`src/rtl/core_mem_pkg.sv`:
```
package core_mem_pkg;
  typedef enum logic [2:0] {
    ST_IDLE,
    ST_RD,
    ST_STB,
    ST_WR,
    ST_DONE
  } cyc_st_e;
endpackage

```
`src/rtl/core_xy_decode.sv`:
```
module core_xy_decode #(
  parameter int GATE_W = 4,
  parameter int DRV_W  = 3,
  parameter int Y_W    = 7
) (
  input  logic                          en_i,
  input  logic [GATE_W+DRV_W+Y_W-1:0]   addr_i,
  output logic [2**GATE_W-1:0]          gate_o,
  output logic [2**DRV_W-1:0]           drv_o,
  output logic [2**Y_W-1:0]             y_o
);
  localparam int GN = 2**GATE_W;
  localparam int DN = 2**DRV_W;
  localparam int YN = 2**Y_W;

  logic [GATE_W-1:0] g_idx;
  logic [DRV_W-1:0]  d_idx;
  logic [Y_W-1:0]    y_idx;

  assign g_idx = addr_i[GATE_W-1:0];
  assign d_idx = addr_i[GATE_W +: DRV_W];
  assign y_idx = addr_i[GATE_W+DRV_W +: Y_W];

  // X and Y share one enable so a lone half-current never appears
  assign gate_o = en_i ? (GN'(1) << g_idx) : '0;
  assign drv_o  = en_i ? (DN'(1) << d_idx) : '0;
  assign y_o    = en_i ? (YN'(1) << y_idx) : '0;
endmodule

```
`src/rtl/core_parity_gen.sv`:
```
module core_parity_gen #(
  parameter int DATA_W = 16,
  parameter int BYTE_W = 8
) (
  input  logic [DATA_W-1:0]        data_i,
  output logic [DATA_W/BYTE_W-1:0] par_o
);
  for (genvar g = 0; g < DATA_W/BYTE_W; g++) begin : g_byte
    assign par_o[g] = ~(^data_i[g*BYTE_W +: BYTE_W]);
  end
endmodule

```
`src/rtl/core_sense_merge.sv`:
```
module core_sense_merge #(
  parameter int WORD_W = 18,
  parameter int SECT   = 4
) (
  input  logic [WORD_W*SECT-1:0] sense_i,
  output logic [WORD_W-1:0]      bit_o
);
  for (genvar p = 0; p < WORD_W; p++) begin : g_plane
    assign bit_o[p] = |sense_i[p*SECT +: SECT];
  end
endmodule

```
`src/rtl/core_mem_ctrl.sv`:
```
module core_mem_ctrl #(
  parameter int DATA_W = 16,
  parameter int BYTE_W = 8,
  parameter int SECT   = 4,
  parameter int GATE_W = 4,
  parameter int DRV_W  = 3,
  parameter int Y_W    = 7,
  parameter int RD_CYC = 3,
  parameter int WR_CYC = 3
) (
  input  logic                                    clk_i,
  input  logic                                    rst_ni,
  input  logic                                    req_i,
  input  logic                                    we_i,
  input  logic [GATE_W+DRV_W+Y_W:0]               addr_i,
  input  logic [DATA_W-1:0]                       wdata_i,
  input  logic [(DATA_W+DATA_W/BYTE_W)*SECT-1:0]  sense_i,
  output logic                                    busy_o,
  output logic [2**GATE_W-1:0]                    x_gate_o,
  output logic [2**DRV_W-1:0]                     x_drv_o,
  output logic [2**Y_W-1:0]                       y_sel_o,
  output logic                                    y_pol_o,
  output logic                                    rd_phase_o,
  output logic                                    wr_phase_o,
  output logic [DATA_W+DATA_W/BYTE_W-1:0]         inhibit_o,
  output logic                                    strobe_o,
  output logic                                    done_o,
  output logic [DATA_W-1:0]                       rdata_o,
  output logic                                    perr_o
);
  import core_mem_pkg::*;

  localparam int NPAR   = DATA_W/BYTE_W;
  localparam int WORD_W = DATA_W + NPAR;
  localparam int XA_W   = GATE_W + DRV_W + Y_W;
  localparam int MAXC   = (RD_CYC > WR_CYC) ? RD_CYC : WR_CYC;
  localparam int CNT_W  = $clog2(MAXC + 1);

  cyc_st_e           st_q;
  logic [CNT_W-1:0]  cnt_q;
  logic [XA_W:0]     addr_q;
  logic              we_q;
  logic [WORD_W-1:0] word_q;
  logic [DATA_W-1:0] rdata_q;
  logic              perr_q;

  logic [NPAR-1:0]   par_new;
  logic [NPAR-1:0]   par_sensed;
  logic [WORD_W-1:0] sensed;
  logic              drive_en;

  core_parity_gen #(.DATA_W(DATA_W), .BYTE_W(BYTE_W)) u_par_wr (
    .data_i (wdata_i),
    .par_o  (par_new)
  );

  core_sense_merge #(.WORD_W(WORD_W), .SECT(SECT)) u_sense (
    .sense_i (sense_i),
    .bit_o   (sensed)
  );

  core_parity_gen #(.DATA_W(DATA_W), .BYTE_W(BYTE_W)) u_par_rd (
    .data_i (sensed[DATA_W-1:0]),
    .par_o  (par_sensed)
  );

  always_ff @(posedge clk_i or negedge rst_ni) begin
    if (!rst_ni) begin
      st_q    <= ST_IDLE;
      cnt_q   <= '0;
      addr_q  <= '0;
      we_q    <= 1'b0;
      word_q  <= '0;
      rdata_q <= '0;
      perr_q  <= 1'b0;
    end else begin
      case (st_q)
        ST_IDLE: if (req_i) begin
          st_q   <= ST_RD;
          cnt_q  <= '0;
          addr_q <= addr_i;
          we_q   <= we_i;
          if (we_i) word_q <= {par_new, wdata_i};
        end
        ST_RD: begin
          if (cnt_q == CNT_W'(RD_CYC-1)) begin
            st_q  <= ST_STB;
            cnt_q <= '0;
          end else begin
            cnt_q <= cnt_q + 1'b1;
          end
        end
        ST_STB: begin
          st_q <= ST_WR;
          // sensed word is the restore word for reads, discarded for writes
          if (!we_q) begin
            word_q  <= sensed;
            rdata_q <= sensed[DATA_W-1:0];
            perr_q  <= |(par_sensed ^ sensed[WORD_W-1:DATA_W]);
          end
        end
        ST_WR: begin
          if (cnt_q == CNT_W'(WR_CYC-1)) begin
            st_q  <= ST_DONE;
            cnt_q <= '0;
          end else begin
            cnt_q <= cnt_q + 1'b1;
          end
        end
        ST_DONE: st_q <= ST_IDLE;
        default: st_q <= ST_IDLE;
      endcase
    end
  end

  assign rd_phase_o = (st_q == ST_RD);
  assign wr_phase_o = (st_q == ST_WR);
  assign strobe_o   = (st_q == ST_STB);
  assign done_o     = (st_q == ST_DONE);
  assign busy_o     = (st_q != ST_IDLE);
  assign drive_en   = rd_phase_o | wr_phase_o;

  core_xy_decode #(.GATE_W(GATE_W), .DRV_W(DRV_W), .Y_W(Y_W)) u_dec (
    .en_i   (drive_en),
    .addr_i (addr_q[XA_W-1:0]),
    .gate_o (x_gate_o),
    .drv_o  (x_drv_o),
    .y_o    (y_sel_o)
  );

  assign y_pol_o   = addr_q[XA_W];
  assign inhibit_o = wr_phase_o ? ~word_q : '0;
  assign rdata_o   = rdata_q;
  assign perr_o    = perr_q;
endmodule

```
`config.mk`:
```
export PLATFORM = sky130hd
export DESIGN_NAME = core_mem_ctrl
export DESIGN_NICKNAME = d
export VERILOG_FILES = /design/src/rtl/core_mem_pkg.sv /design/src/rtl/core_xy_decode.sv /design/src/rtl/core_parity_gen.sv /design/src/rtl/core_sense_merge.sv /design/src/rtl/core_mem_ctrl.sv
export SDC_FILE = /design/constraint.sdc
export NUM_CORES = 1
export LEC_CHECK = 0
export ABC_AREA = 1
export BUFFER_PORTS_ARGS = -buffer_cell sky130_fd_sc_hd__buf_2
export CAP_MARGIN = 20
export CORE_AREA = 3 3 117 119
export CTS_BUF_LIST = sky130_fd_sc_hd__clkbuf_8
export CTS_CLUSTER_SIZE = 12
export DETAILED_ROUTE_END_ITERATION = 12
export DIE_AREA = 0 0 120 122
export GPL_ROUTABILITY_DRIVEN = 0
export PLACE_DENSITY = 0.71
export SYNTH_ARGS = -nofsm -noshare
export SYNTH_HDL_FRONTEND = slang
export SYNTH_HIERARCHICAL = 1
export SYNTH_SLANG_ARGS = --single-unit
```
`constraint.sdc`:
```
create_clock -name clk_i -period 4.2 [get_ports clk_i]
set_input_delay 0.84 -clock clk_i [delete_from_list [all_inputs] [get_ports clk_i]]
set_output_delay 0.84 -clock clk_i [all_outputs]
set_load 0.05 [all_outputs]
```
==> reports/summary.txt <==
================================================================================
Post-Synthesis Net Count                                                     931
All-layer global routing usage                                             22.7%
DPL Wire Length                                                         13900 um
Core Box Area                                                        12700 sq um
Std cell rows                                                                 41
Average wire per cell in the routed design                               13.9 um
Leak Pwr                                                              0.00394 uW
Complex-gate fraction of the synthesized area                              2.11%
Worst Hold Path Cells                                                          2
First-pass GRT wire length                                              27300 um
Die Wd                                                                    120 um
Most frequent cells in the layout                                   299 x buf_2, 274 x nand2_1, 184 x nor2_1, 70 x inv_1, 69 x nand3_1
Hold-fix buffers, CTS                                                          0
Worst reg-to-reg path cell count                                               6
Path type of the worst min-delay path                                 reg -> reg
Clock Latency Late Sink                                                   310 ps
Reg clk slew, reported paths                                              100 ps
Total Neg Setup Slack                                                       0 ps
Starting DRT DRC Count                                                       396
Launching element of the worst setup path                           st_q[2]$_DFFE_PN0P_
Crit path max-delay cell type                                            dfrtp_1
Final setup viols                                                              0
Yosys reg bits                                                                56
Uppermost metal layer occupied by signal nets                               met5
Average size of a mapped cell                                         5.75 sq um
Syn Inst Count                                                               824
Number of remaining DRC errors                                                 0
Hold EP                                                             rdata_o[9]$_DFFE_PN0P_
Port Buffers                                                                 299
Max Slew Vio Count                                                             0
Clock Sink Count                                                              56
Count of buffers added by post-CTS timing repair for setup                     0
Outcome                                                             finished, final reports clean
Synth Area in Adders                                                          0%
Initial standard-cell utilization of the core                              37.4%
Required time worst endpoint                                             3360 ps
Sum of met2 wire segment lengths after detailed routing                  9090 um
Count of H-tree levels built during CTS                                        2
Simple-gate share of the synthesized area                                  56.2%
Count of warnings emitted by yosys                                             6
Worst reg2reg startpoint                                            st_q[1]$_DFFE_PN0P_
Total congestion overflow                                                      0
Number of buffers created by CTS                                               5
Critical path arrival                                                    2530 ps
Final min period                                                         3370 ps
Worst path bufs/invs                                                           4
DR WL met3                                                               1310 um
Critical path capture point type                                    primary output
Dominant combinational cell family by area after synthesis          simple AND/OR/NAND/NOR gates
Reported max-cap violation count                                               0
Die outline height                                                        122 um
Maximum clock frequency                                                  296 MHz
Layout overhead on the synthesized area                                    34.3%
Final period util                                                          80.3%
Number of gates resized after cts                                              0
Final total power                                                        4350 uW
Vias                                                                        6103
Worst relative slew slack                                                  35.9%
Antenna viol nets, final                                                       0
Maximum number of pins on one net before global-route repair                  47
Area of the die                                                      14600 sq um
Via/cell ratio                                                              4.84
Most common cell after layout, fill and taps aside                         buf_2
Vias in the first global route                                              5522
Clock tree from TritonCTS                                                  built
Antenna violations before repair                                               1
Worst reg2reg setup slack                                                2050 ps
Root buffer selected by CTS                                             clkbuf_8
Detailed-route wire length                                              17500 um
CP startpoint kind                                                      register
Post-Route Hold Slack                                                     480 ps
Routed length on met1                                                    6810 um
Proportion of synthesized area in mux cells                                   0%
Buffer levels on the longest clock path                                        2
Top cell by count, worst path                                              inv_1
Share of the synthesized netlist area taken by xor and xnor gates          1.11%
Number of ports placed on the die boundary                                   300
Peak supply drop                                                      0.000423 V
Fin nets                                                                    1196
Crit-path max FO                                                              36
Startpoint of the most critical hold path                           rdata_o[9]$_DFFE_PN0P_
Crit path largest cell delay                                              450 ps
Summed instance area of the synthesized netlist                       4740 sq um
First drt pass iteration count                                                 5
Proportion of layout cells with a drive suffix above 1                     30.8%
Ordered list of cells on the worst path                             inv_1 > nand2_1 > inv_1 > nand2_2 > buf_4 > nor3_1 > buf_2
Pin slew with the least headroom to its limit                             961 ps
Ant diodes                                                                     0
Final clock skew                                                         8.87 ps
Power density normalized to cell area                                684 nW/um^2
Crit-path leading delay family                                      buffers and inverters
Distinct cell type count of the synthesized netlist                           25
Number of hold-slack violations in the final timing report                     0
Post-synthesis sequential area ratio                                       29.6%
Setup repair after global routing missed its margin                           no
R2r endpoint                                                        word_q[6]$_DFFE_PN0P_
Path type of the worst setup path                                     reg -> out
================================================================================
-- logic make-up (layout without fill, tap and decap cells) --
family | after synthesis | count (layout)
xor gates and xnor gates | 6 | 6
AOI/OAI and AO/OA | 20 | 20
and+or+nand+nor | 619 | 619
buffers and inverters | 123 | 387
DFF | 56 | 56
-- worst max path at each step --
stage	endpoint	slack [ps]	cells past startpoint
finish	y_sel_o[92]	830	7
global route	y_sel_o[92]	560	7
CTS	y_sel_o[92]	820	7
detailed placement	y_sel_o[92]	1170	7
global placement	y_sel_o[88]	1240	7
floorplan	y_sel_o[120]	1100	7
-- layout make-up --
type,instances,area [sq um]
timing repair buffer,306,1550
fill,1387,6310
multi-input combinational,645,2810
inverter,75,282
clock inverter,1,30.0
sequential,56,1400
clock buffer,5,68.8
tap,172,215
-- synth_stat cells, drive strengths merged --
master | instances | area, sq um
nor3 | 33 | 165
nand3b | 1 | 7.51
nand2 | 278 | 1060
xnor2 | 4 | 35.0
dfrtp | 56 | 1400
nand3 | 72 | 390
o21ai | 20 | 100
buf | 38 | 201
nand4 | 40 | 250
nor2 | 195 | 783
inv | 75 | 282
xor2 | 2 | 17.5
clkbuf | 10 | 38.8
-- sequential cells by signal, indices dropped and copies added (netlist names) --
name / cells
we_q: 1
st_q: 3
addr_q: 15
rdata_o: 16
perr_o: 1
cnt_q: 2
word_q: 18
-- metal layers --
layer / vias to the layer above / track usage (%)
met5: - / 0
met2: 260 / 43.7
li1: 3105 / -
met3: 21 / 4.87
met1: 2715 / 25.8
met4: 2 / 4.58
-- metrics by stage --
step	util (%)	setup WS, ps	cell area [sq um]	std cells
floorplan	-	1100	4740	824
global placement	49.4	1240	6260	1254
detailed placement	49.4	1170	6260	1254
CTS	50.2	822	6360	1260
global route	50.2	559	6360	1260
finish	50.2	827	6360	1260
-- where the power goes --
group          leakage [uW]  internal, uW  switching (uW)  total [uW]
clock network     0.0000501           172             174         345
logic               0.00321           615            2300        2910
registers          0.000682           801             290        1090
-- tightest hold or removal path, delay by kind of cell (launching register included) --
family	cells	cell delay, ps
DFF	1	350
and+or+nand+nor	2	100
Note: power is estimated with default switching activity, not from simulation.
